[src/rtl/rx_dest_filter_pkg.sv]
// Package: shared mode layout and the per-byte CRC step of the filter.
// Assumes bytes are fed least-significant bit first into an MSB-aligned CRC.
package rx_dest_filter_pkg;

    // Mode byte layout: bit0 promiscuous, bit1 all-multicast, bit2 hash enable.
    typedef struct packed {
        logic hash_en;
        logic all_mc;
        logic promisc;
    } filt_mode_t;

    // Advance a 32-bit MSB-aligned CRC by one byte, LSB of the byte first.
    function automatic logic [31:0] crc_step_byte(input logic [31:0] crc_in,
                                                  input logic [7:0]  data,
                                                  input logic [31:0] poly);
        logic [31:0] c;
        logic        fb;
        c = crc_in;
        for (int i = 0; i < 8; i++) begin
            fb = c[31] ^ data[i];
            c  = {c[30:0], 1'b0};
            if (fb) c = c ^ poly;
        end
        return c;
    endfunction

endpackage

[src/rtl/rx_dest_filter_regs.sv]
// Configuration storage: hash table bytes, station address bytes, mode byte.
// Assumes a single write port; offsets outside the map are silently dropped.
module rx_dest_filter_regs
    import rx_dest_filter_pkg::*;
#(
    parameter int TBL_BYTES  = 8,
    parameter int ADDR_BYTES = 6,
    parameter int AW         = 4
) (
    input  logic                    clk,
    input  logic                    rst_n,
    input  logic                    we,
    input  logic [AW-1:0]           waddr,
    input  logic [7:0]              wdata,
    output logic [TBL_BYTES*8-1:0]  tbl,
    output logic [ADDR_BYTES*8-1:0] station,
    output filt_mode_t              mode
);
    localparam int STA_OFS  = TBL_BYTES;
    localparam int MODE_OFS = TBL_BYTES + ADDR_BYTES;

    logic [7:0] tbl_q [TBL_BYTES];
    logic [7:0] sta_q [ADDR_BYTES];

    for (genvar gi = 0; gi < TBL_BYTES; gi++) begin : g_tbl
        // Hold one byte of the multicast hash table.
        always_ff @(posedge clk) begin
            if (!rst_n)                             tbl_q[gi] <= '0;
            else if (we && waddr == AW'(gi))        tbl_q[gi] <= wdata;
        end
        assign tbl[gi*8 +: 8] = tbl_q[gi];
    end

    for (genvar gs = 0; gs < ADDR_BYTES; gs++) begin : g_sta
        // Hold one byte of the station address.
        always_ff @(posedge clk) begin
            if (!rst_n)                                 sta_q[gs] <= '0;
            else if (we && waddr == AW'(STA_OFS + gs))  sta_q[gs] <= wdata;
        end
        assign station[gs*8 +: 8] = sta_q[gs];
    end

    // Hold the mode byte.
    always_ff @(posedge clk) begin
        if (!rst_n)                              mode <= '0;
        else if (we && waddr == AW'(MODE_OFS))   mode <= filt_mode_t'(wdata[2:0]);
    end

    // a write away from the mode offset leaves the mode untouched.
    p_mode_hold_r10: assert property (@(posedge clk) disable iff (!rst_n)
        !(we && waddr == AW'(MODE_OFS)) |=> $stable(mode));

endmodule

[src/rtl/rx_dest_filter_seq.sv]
// Byte sequencer: tracks the position inside the destination address.
// Assumes a start-marked byte always restarts; unmarked idle bytes are dropped.
module rx_dest_filter_seq #(
    parameter int ADDR_BYTES = 6,
    parameter int CW         = $clog2(ADDR_BYTES)
) (
    input  logic          clk,
    input  logic          rst_n,
    input  logic          da_valid,
    input  logic          da_sof,
    output logic          take,
    output logic          first,
    output logic          last,
    output logic [CW-1:0] pos
);
    logic          active_q;
    logic [CW-1:0] cnt_q;

    assign take  = da_valid && (da_sof || active_q);
    assign first = da_valid && da_sof;
    assign pos   = first ? '0 : cnt_q;
    assign last  = take && (pos == CW'(ADDR_BYTES - 1));

    // Advance the byte position and close the address after its last byte.
    always_ff @(posedge clk) begin
        if (!rst_n) begin
            active_q <= 1'b0;
            cnt_q    <= '0;
        end else if (take) begin
            active_q <= !last;
            cnt_q    <= last ? '0 : pos + CW'(1);
        end
    end

    // the position never passes the final address byte.
    p_pos_bound_r9: assert property (@(posedge clk) disable iff (!rst_n)
        cnt_q < CW'(ADDR_BYTES));
    // an idle sequencer sits at position zero.
    p_idle_zero_r9: assert property (@(posedge clk) disable iff (!rst_n)
        !active_q |-> cnt_q == '0);

endmodule

[src/rtl/rx_dest_filter_crc.sv]
// Hash generator: running CRC over the address bytes, exposing the hash index.
// Assumes the seed is all ones and no final inversion is applied.
module rx_dest_filter_crc
    import rx_dest_filter_pkg::*;
#(
    parameter int          HASH_BITS = 6,
    parameter logic [31:0] POLY      = 32'h04C1_1DB7
) (
    input  logic                 clk,
    input  logic                 rst_n,
    input  logic                 take,
    input  logic                 first,
    input  logic [7:0]           data,
    output logic [HASH_BITS-1:0] hash_idx
);
    logic [31:0] crc_q, crc_base, crc_next;

    assign crc_base = first ? 32'hFFFF_FFFF : crc_q;
    assign crc_next = crc_step_byte(crc_base, data, POLY);
    assign hash_idx = crc_next[31 -: HASH_BITS];

    // Keep the running CRC between address bytes.
    always_ff @(posedge clk) begin
        if (!rst_n)    crc_q <= 32'hFFFF_FFFF;
        else if (take) crc_q <= crc_next;
    end

    // the running CRC only moves when an address byte is taken.
    p_crc_hold_r7: assert property (@(posedge clk) disable iff (!rst_n)
        !take |=> $stable(crc_q));

endmodule

[src/rtl/rx_dest_filter_match.sv]
// Decision logic: broadcast, station and multicast checks, registered result.
// Assumes the hash index arrives in the same cycle as the last byte.
module rx_dest_filter_match
    import rx_dest_filter_pkg::*;
#(
    parameter int TBL_BITS   = 64,
    parameter int ADDR_BYTES = 6,
    parameter int HASH_BITS  = 6,
    parameter int CW         = $clog2(ADDR_BYTES)
) (
    input  logic                    clk,
    input  logic                    rst_n,
    input  logic                    take,
    input  logic                    first,
    input  logic                    last,
    input  logic [CW-1:0]           pos,
    input  logic [7:0]              data,
    input  logic [ADDR_BYTES*8-1:0] station,
    input  logic [TBL_BITS-1:0]     tbl,
    input  filt_mode_t              mode,
    input  logic [HASH_BITS-1:0]    hash_idx,
    output logic                    res_valid,
    output logic                    res_accept
);
    logic bc_q, dir_q, mc_q;
    logic bc_n, dir_n, mc_n, hash_hit, accept_n;
    logic [7:0] sta_byte;

    assign sta_byte = station[int'(pos)*8 +: 8];
    assign bc_n     = (first ? 1'b1 : bc_q)  && (data == 8'hFF);
    assign dir_n    = (first ? 1'b1 : dir_q) && (data == sta_byte);
    assign mc_n     = first ? data[0] : mc_q;
    assign hash_hit = tbl[hash_idx];
    assign accept_n = mode.promisc || bc_n || dir_n ||
                      (mc_n && (mode.all_mc || (mode.hash_en && hash_hit)));

    // Carry the per-address match flags across bytes.
    always_ff @(posedge clk) begin
        if (!rst_n) begin
            bc_q  <= 1'b0;
            dir_q <= 1'b0;
            mc_q  <= 1'b0;
        end else if (take) begin
            bc_q  <= bc_n;
            dir_q <= dir_n;
            mc_q  <= mc_n;
        end
    end

    // Register the decision one cycle after the final byte.
    always_ff @(posedge clk) begin
        if (!rst_n) begin
            res_valid  <= 1'b0;
            res_accept <= 1'b0;
        end else begin
            res_valid  <= last;
            res_accept <= last && accept_n;
        end
    end

    // the result strobe is a single-cycle pulse.
    p_pulse_r2: assert property (@(posedge clk) disable iff (!rst_n)
        res_valid |=> !res_valid);
    // accept is qualified by the strobe.
    p_acc_qual_r2: assert property (@(posedge clk) disable iff (!rst_n)
        !res_valid |-> !res_accept);
    // promiscuous mode at decision time forces acceptance.
    p_promisc_r3: assert property (@(posedge clk) disable iff (!rst_n)
        (last && mode.promisc) |=> res_accept);
    // a broadcast address is accepted.
    p_bcast_r4: assert property (@(posedge clk) disable iff (!rst_n)
        (last && bc_n) |=> res_accept);

endmodule

[src/rtl/rx_dest_filter.sv]
// Top: destination address filter with hash, station and mode configuration.
// Assumes the host writes settings through the byte port; results are pulses.
module rx_dest_filter
    import rx_dest_filter_pkg::*;
#(
    parameter int          ADDR_BYTES = 6,
    parameter int          HASH_BITS  = 6,
    parameter logic [31:0] POLY       = 32'h04C1_1DB7
) (
    input  logic       clk,
    input  logic       rst_n,
    input  logic       cfg_we,
    input  logic [3:0] cfg_addr,
    input  logic [7:0] cfg_wdata,
    input  logic       da_valid,
    input  logic       da_sof,
    input  logic [7:0] da_byte,
    output logic       res_valid,
    output logic       res_accept
);
    localparam int TBL_BITS  = 2 ** HASH_BITS;
    localparam int TBL_BYTES = TBL_BITS / 8;
    localparam int CW        = $clog2(ADDR_BYTES);

    logic [TBL_BITS-1:0]     tbl;
    logic [ADDR_BYTES*8-1:0] station;
    filt_mode_t              mode;
    logic                    take, first, last;
    logic [CW-1:0]           pos;
    logic [HASH_BITS-1:0]    hash_idx;

    rx_dest_filter_regs #(.TBL_BYTES(TBL_BYTES), .ADDR_BYTES(ADDR_BYTES), .AW(4)) u_regs (
        .clk(clk), .rst_n(rst_n), .we(cfg_we), .waddr(cfg_addr), .wdata(cfg_wdata),
        .tbl(tbl), .station(station), .mode(mode));

    rx_dest_filter_seq #(.ADDR_BYTES(ADDR_BYTES), .CW(CW)) u_seq (
        .clk(clk), .rst_n(rst_n), .da_valid(da_valid), .da_sof(da_sof),
        .take(take), .first(first), .last(last), .pos(pos));

    rx_dest_filter_crc #(.HASH_BITS(HASH_BITS), .POLY(POLY)) u_crc (
        .clk(clk), .rst_n(rst_n), .take(take), .first(first), .data(da_byte),
        .hash_idx(hash_idx));

    rx_dest_filter_match #(.TBL_BITS(TBL_BITS), .ADDR_BYTES(ADDR_BYTES),
                           .HASH_BITS(HASH_BITS), .CW(CW)) u_match (
        .clk(clk), .rst_n(rst_n), .take(take), .first(first), .last(last), .pos(pos),
        .data(da_byte), .station(station), .tbl(tbl), .mode(mode), .hash_idx(hash_idx),
        .res_valid(res_valid), .res_accept(res_accept));

    // a result only follows a clock edge that took an address byte.
    p_res_after_byte_r9: assert property (@(posedge clk) disable iff (!rst_n)
        res_valid |-> $past(take));

endmodule

[config.mk]
export PLATFORM = sky130hd
export DESIGN_NAME = rx_dest_filter
export DESIGN_NICKNAME = d
export VERILOG_FILES = /design/src/rtl/rx_dest_filter_pkg.sv /design/src/rtl/rx_dest_filter_regs.sv /design/src/rtl/rx_dest_filter_seq.sv /design/src/rtl/rx_dest_filter_crc.sv /design/src/rtl/rx_dest_filter_match.sv /design/src/rtl/rx_dest_filter.sv
export SDC_FILE = /design/constraint.sdc
export NUM_CORES = 1
export LEC_CHECK = 0
export ABC_AREA = 1
export BUFFER_PORTS_ARGS = -buffer_cell sky130_fd_sc_hd__buf_2
export CAP_MARGIN = 0
export CORE_MARGIN = 2
export CORE_UTILIZATION = 60
export DETAILED_ROUTE_END_ITERATION = 6
export PLACE_DENSITY = 0.77
export SYNTH_ARGS = -nofsm -noshare
export SYNTH_HDL_FRONTEND = slang
export SYNTH_HIERARCHICAL = 1
export SYNTH_SLANG_ARGS = --single-unit
[constraint.sdc]
create_clock -name clk -period 5.55 [get_ports clk]
set_clock_uncertainty 0.1 [all_clocks]
set_input_delay 1.11 -clock clk [delete_from_list [all_inputs] [get_ports clk]]
set_output_delay 1.11 -clock clk [all_outputs]
set_load 0.05 [all_outputs]
* Word-level counts from Yosys, hierarchy flattened *
Memory sizes are Yosys's and may differ from the RTL's.
Index checks and enable logic that the tools add are counted.

storage, ports and cells
  bits in registers = 44
  bits in latches = 0
  memory bits (writable) = 112
  ROM bits = 0
  input bits = 25
  logic and storage cells = 166
  memories kept = 2

operators by class
  $add $sub $neg = 1
  multipliers = 0
  div/mod/pow operators = 0
  order comparisons = 1
  equal/unequal tests = 17
  shift-type cells = 1
  muxes and demuxes = 73
  bitwise gates (word level) = 30
  reduce and logical (&&, ||, !) cells = 30

memories
  memory        words  bits a word  rd ports  clocked after memory_dff  write ports  RTL line                   source
  u_regs.tbl_q  8      8            8         0                         8            rx_dest_filter_regs.sv:22  logic [7:0] tbl_q [TBL_BYTES];
  u_regs.sta_q  6      8            6         0                         6            rx_dest_filter_regs.sv:23  logic [7:0] sta_q [ADDR_BYTES];

operators by type and width
  operator                                                                       number
  27-bit 2-to-1 mux                                                              8
  8-bit 2-to-1 mux                                                               14
  14-bit NOT                                                                     8
  48-bit by 7-bit indexed part select with 8-bit output                          1
  1-bit 2-to-1 mux                                                               47
  32-bit 2-to-1 mux                                                              1
  4-bit equality test (second input constant)                                    7
  1-bit logical AND                                                              23
  4-bit by 3-bit equality test with 1-bit output (second input constant)         4
  1-bit OR                                                                       14
  4-bit by 2-bit equality test with 1-bit output (second input constant)         2
  8-bit equality test                                                            1
  8-bit equality test (second input constant)                                    1
  1-bit XOR                                                                      8
  6-bit by 7-bit less-than comparator with 1-bit output (second input constant)  1
  1-bit binary-select mux with 6-bit select                                      1
  3-bit 2-to-1 mux                                                               2
  1-bit logical OR                                                               5
  4-bit by 1-bit equality test with 1-bit output (second input constant)         1
  4-bit zero test                                                                1
  3-bit by 1-bit adder with 3-bit output (second input constant)                 1
  3-bit equality test (second input constant)                                    1
  1-bit zero test                                                                1

* Logic depth before layout (Yosys ltp) *
  word-level depth = 25
  mapped depth = 29
  depth with buffers taken out = 25

* By module *
The synthesis kept the hierarchy.

by module, submodules not included
  module                times used  cells an instance  area each (um^2)  seq. area each (um^2)
  rx_dest_filter_regs   1           316                4232.8            3423.3
  rx_dest_filter_crc    1           364                2447.3            640.6
  rx_dest_filter_match  1           320                1525.2            100.1
  rx_dest_filter_seq    1           36                 236.5             80.1

* Worst setup path after synthesis *
No wires, ideal clock.

  path kind = in2reg
  start point = input port da_valid
  end point = register u_match.res_accept
  arrival time = 3623 ps
  required time = 5334 ps
  setup slack = 1711 ps
  stages = 26
  path buffers = 4
  cell sequence = nand2_2 > inv_1 > buf_6 > o21bai_4 > nand2_4 > inv_2 > nand2_1 > nand2_4 > xnor2_4 > o21ai_1 > and2_1 > buf_4 > buf_4 > inv_1 > buf_2 > nand3_1 > nand3_1 > nand2_1 > nand2_1 > nand3_1 > nand3b_1 > nand2_1 > nand2_1 > nand2_1 > nand2_1 > a21oi_2

between the ends
  elaborated cells on any way between the ends = 46
  classes of those cells = 2 x eq/ne; 1 x shift; 15 x mux; 16 x bitwise; 12 x reduce/logical

RTL lines
  what                                         RTL line                    source
  from (decl)                                  rx_dest_filter.sv:15        input logic da_valid,
  1-bit logical AND *                          rx_dest_filter_seq.sv:20    assign first = da_valid && da_sof;
  net first                                    rx_dest_filter.sv:28        logic take, first, last;
  32-bit 2-to-1 mux *                          rx_dest_filter_crc.sv:18    assign crc_base = first ? 32'hFFFF_FFFF : crc_q;
  27-bit 2-to-1 mux (2 in series)              rx_dest_filter_pkg.sv:22    if (fb) c = c ^ poly;
  14-bit NOT (no source line)                  --
  27-bit 2-to-1 mux                            rx_dest_filter_pkg.sv:22
  14-bit NOT (no source line)                  --
  27-bit 2-to-1 mux (3 in series)              rx_dest_filter_pkg.sv:22
  [... 2 more ...]                             --
  net u_crc.crc_next[27]                       rx_dest_filter_crc.sv:16    logic [31:0] crc_q, crc_base, crc_next;
  1-bit binary-select mux with 6-bit select *  rx_dest_filter_match.sv:33  assign hash_hit = tbl[hash_idx];
  1-bit 2-to-1 mux (not written as such) *     rx_dest_filter_match.sv:33
  1-bit logical AND *                          rx_dest_filter_match.sv:35  (mc_n && (mode.all_mc || (mode.hash_en && hash_hit)));
  1-bit logical OR *                           rx_dest_filter_match.sv:35
  1-bit logical AND *                          rx_dest_filter_match.sv:35
  1-bit logical OR *                           rx_dest_filter_match.sv:34  assign accept_n = mode.promisc || bc_n || dir_n ||
  1-bit logical AND *                          rx_dest_filter_match.sv:57  res_accept <= last && accept_n;
  to (signal assigned)                         rx_dest_filter_match.sv:57
  to (decl)                                    rx_dest_filter_match.sv:23  output logic res_accept

Mark *: on every way through the listed nets, which the timed path passes. The rest lies on a longest branch. The select of a mux whose other input is x is not followed.
A chain may end at the register's enable or synchronous reset.

* Worst setup path after layout *
  start point = input port da_valid
  end point = register u_match.res_accept

between the ends
  elaborated cells on any way between the ends = 46
  classes of those cells = 2 x eq/ne; 1 x shift; 15 x mux; 16 x bitwise; 12 x reduce/logical

RTL lines
  what                                         RTL line                    source
  1-bit logical AND *                          rx_dest_filter_seq.sv:20
  net first                                    rx_dest_filter.sv:28
  32-bit 2-to-1 mux *                          rx_dest_filter_crc.sv:18
  27-bit 2-to-1 mux (2 in series)              rx_dest_filter_pkg.sv:22
  14-bit NOT (no source line)                  --
  27-bit 2-to-1 mux                            rx_dest_filter_pkg.sv:22
  14-bit NOT (no source line)                  --
  27-bit 2-to-1 mux (3 in series)              rx_dest_filter_pkg.sv:22
  [... 2 more ...]                             --
  net hash_idx[1]                              rx_dest_filter.sv:30        logic [HASH_BITS-1:0] hash_idx;
  1-bit binary-select mux with 6-bit select *  rx_dest_filter_match.sv:33
  1-bit 2-to-1 mux (not written as such) *     rx_dest_filter_match.sv:33
  1-bit logical AND *                          rx_dest_filter_match.sv:35
  1-bit logical OR *                           rx_dest_filter_match.sv:35
  1-bit logical AND *                          rx_dest_filter_match.sv:35
  1-bit logical OR *                           rx_dest_filter_match.sv:34
  1-bit logical AND *                          rx_dest_filter_match.sv:57

Marked as above.

==> flow_summary.toml <==
[logic_synthesis]
synthTopCellsByArea = "edfxtp_1 (40%), nand2_1 (12%), dfxtp_1 (10%)"
synthXorXnorAreaFrac = 0.04609
yosys_warnings = 6
yosysUniqueCellTypes = 38
synth_nets = 1063
syn_area_per_cell_um2 = 8.149
syn-cell-area_um2 = 8442
ys_async_sr_fraction = 0
synth_edf_count = 112
synth_compound_area_frac = 0.08048
synthFlopType = "edfxtp_1"
synthMuxAreaShare = 0
yosys.area.top_type = "edfxtp_1"
yosys.area_share.simple = 0.2988
ys_seq_elements = 156
synth_top_family_by_area = "simple AND/OR/NAND/NOR gates"
seq_area_frac_synth = 0.5027
synth_fa_ha_area_frac = 0.002964
synth.top_cell.area_share = 0.3984
postSynthCellCount = 1036

[timing]
hold_violations = 0
whs_ns = 0.3745
finalCriticalPeriod_ns = 4.519
rsz0062_at_grt = "no"
setup_viol = 0
fin_tns_setup_ns = 0
report.final.slew_viol_count = 0
fmax_ghz = 0.2213
worst_pin_slew_ns = 1.202
slew-limit-headroom = 0.1902
fin_crit_sh = 0.8143
finalWorstSetupSlack_ns = 1.031

[cts]
root_buffer = "clkbuf_16"
path_clk_slew_ns = 0.07
clock_path_buffers = 2
cts.sink_count = 156
post-cts-setup-buffers = 0
cts_tree = "done"
cts_made_buffers = 17
htreeDepth = 4
hold_buffers = 0
clk_latency_ns = 0.43
ctsResizeCount = 0

[place]
dp_hpwl_mm = 13.05
gp_congestion = 0.8808
dp_slack_ns = 0.7791
io_buffers = 26

[global_route]
grtUsageTotal = 0.2797
grt-ovfl-total = 0
antenna_found_initial = 0
grt_pass1_wl_mm = 31.53
grt_pass1_vias = 6174
grt_max_degree = 41

[setup_path]
cpPeakStageDelay_ns = 0.56
path_class = "primary input to flop"
crit_fanout = 17
critPathSlowestCell = "and2_1"
critical-path-top-delay-family = "simple AND/OR/NAND/NOR gates"
cp.arrival_ns = 4.79
path_buf_inv = 6
end_kind = "flop"
crit_path_start_kind = "primary input"
crit_path_frequent_cell = "nand2_1"
crit_required_ns = 5.82

[floorplanning]
core_um2 = 13830
die_y_um = 122.6
ios = 27
row_count = 43
die_width_um = 122.6
dieArea_um2 = 15030
start_util = 0.6105

[detailed_routing]
ant_nets = 0
drt-initial-drc-count = 619
routedWlPerCell_um = 16.21
drc = 1
totalWireLength_mm = 19.95
dr.pass1.iters = 7
vias = 6858
via_per_inst = 5.571

[cells_and_area]
seqCellArea_um2 = 4244
layout_commonest_cell = "nand2_1"
multiInputGateArea_um2 = 3616
most-common-layout-cells = "nand2_1 (269), nor2_1 (188), edfxtp_1 (112)"
syn2layout_area_growth_pct = 8.685
layout.nets = 1065
fill_cells = 1110
fin_util = 0.6636
n_antenna_cell = 0
drive_gt1_frac = 0.1189

[outcome]
failed_checks = "DRC"
status = "finished, violations left"

[power_and_ir_drop]
finalPower_mw = 3.317
ir_drop_mv = 0.2363
power_density_nw_per_um2 = 361.5
p_leak_nw = 3.950

[worst_hold_path]
hold_class = "flop to flop"

[job]
max-cap-violations = 0
[layout make-up]
type,instances,area share
flip-flops and latches,156,0.4626
multi-input cells,753,0.3941
clock buffers,18,0.04787
inverters,78,0.03273
well taps,180,0.02455
clock inverters,14,0.01909
repair buffers,32,0.01909
[kinds of logic (layout without fill, tap and decap cells)]
kind of cell	Yosys count	count (layout)
AOI/OAI and AO/OA	118	118
xor gates and xnor gates	35	35
adders and majority gates	2	2
buffers and inverters	127	142
DFF	156	156
and+or+nand+nor	598	598
[final timing paths]
check / startpoint / endpoint / slack [ns] / depth (start not counted)
setup / recovery: da_valid / u_match/res_accept / 1.03 / 26
hold / removal: u_crc/crc_q[21] / u_crc/crc_q[21] / 0.37 / 2
setup reg to reg: u_crc/crc_q[31] / u_match/res_accept / 1.79 / 23
hold reg to reg: u_crc/crc_q[21] / u_crc/crc_q[21] / 0.37 / 2
[metrics by stage]
stage / area [um^2] / instances
floorplan: 8442 / 1036
global placement: 8561 / 1199
detailed placement: 8561 / 1199
CTS: 9175 / 1231
global route: 9175 / 1231
finish: 9175 / 1231
[state kept, by name, indices dropped and copies added, names as in the netlist]
signal              flops
u_match/bc_q            1
u_match/dir_q           1
u_match/res_accept      1
u_regs/mode             3
u_regs/sta_q           48
u_seq/cnt_q             3
u_seq/active_q          1
u_crc/crc_q            32
u_regs/tbl_q           64
u_match/mc_q            1
u_match/res_valid       1
[cells in the mapped netlist (all sizes together) (3+ instances only)]
master  count
o211ai      6
xor2       21
or2         3
buf        31
dfxtp      44
xnor2      14
nand3b      4
inv        78
nor2      196
nand2     291
nand3      99
clkbuf     18
a21oi      44
o21a        8
edfxtp    112
o21ai      59
[routing by layer]
layer / wire (um) / up-vias / GRT usage
li1: - / 3367 / -
met1: 8387 / 3132 / 0.3727
met2: 9440 / 311 / 0.4524
met3: 1554 / 48 / 0.05716
met4: 567 / 0 / 0.1070
met5: 0 / - / 0
[worst reg2reg max path, stage by stage (launching register included)]
cell and delay [ns]:
dfxtp_1 0.34, inv_1 0.05, nand2_1 0.06, nand2_1 0.06
nand2_2 0.31, inv_1 0.14, nand2_1 0.12, nand2_4 0.11
xnor2_4 0.24, inv_2 0.04, nand2_1 0.06, and2_1 0.56
inv_1 0.49, nand3_1 0.22, nand3_1 0.10, nand2_1 0.10
nand2_1 0.06, nand3_1 0.08, nand3b_1 0.09, nand2_1 0.08
nand2_1 0.06, nand2_1 0.07, nand2_1 0.06, a21oi_2 0.12
[power by group]
part           switching (mW)  internal (mW)  leakage, nW
clock                   0.512          0.693        0.302
sequential             0.0366           1.33         1.44
combinational           0.509          0.239         2.21
No activity file was read; power rests on OpenSTA's default activity.
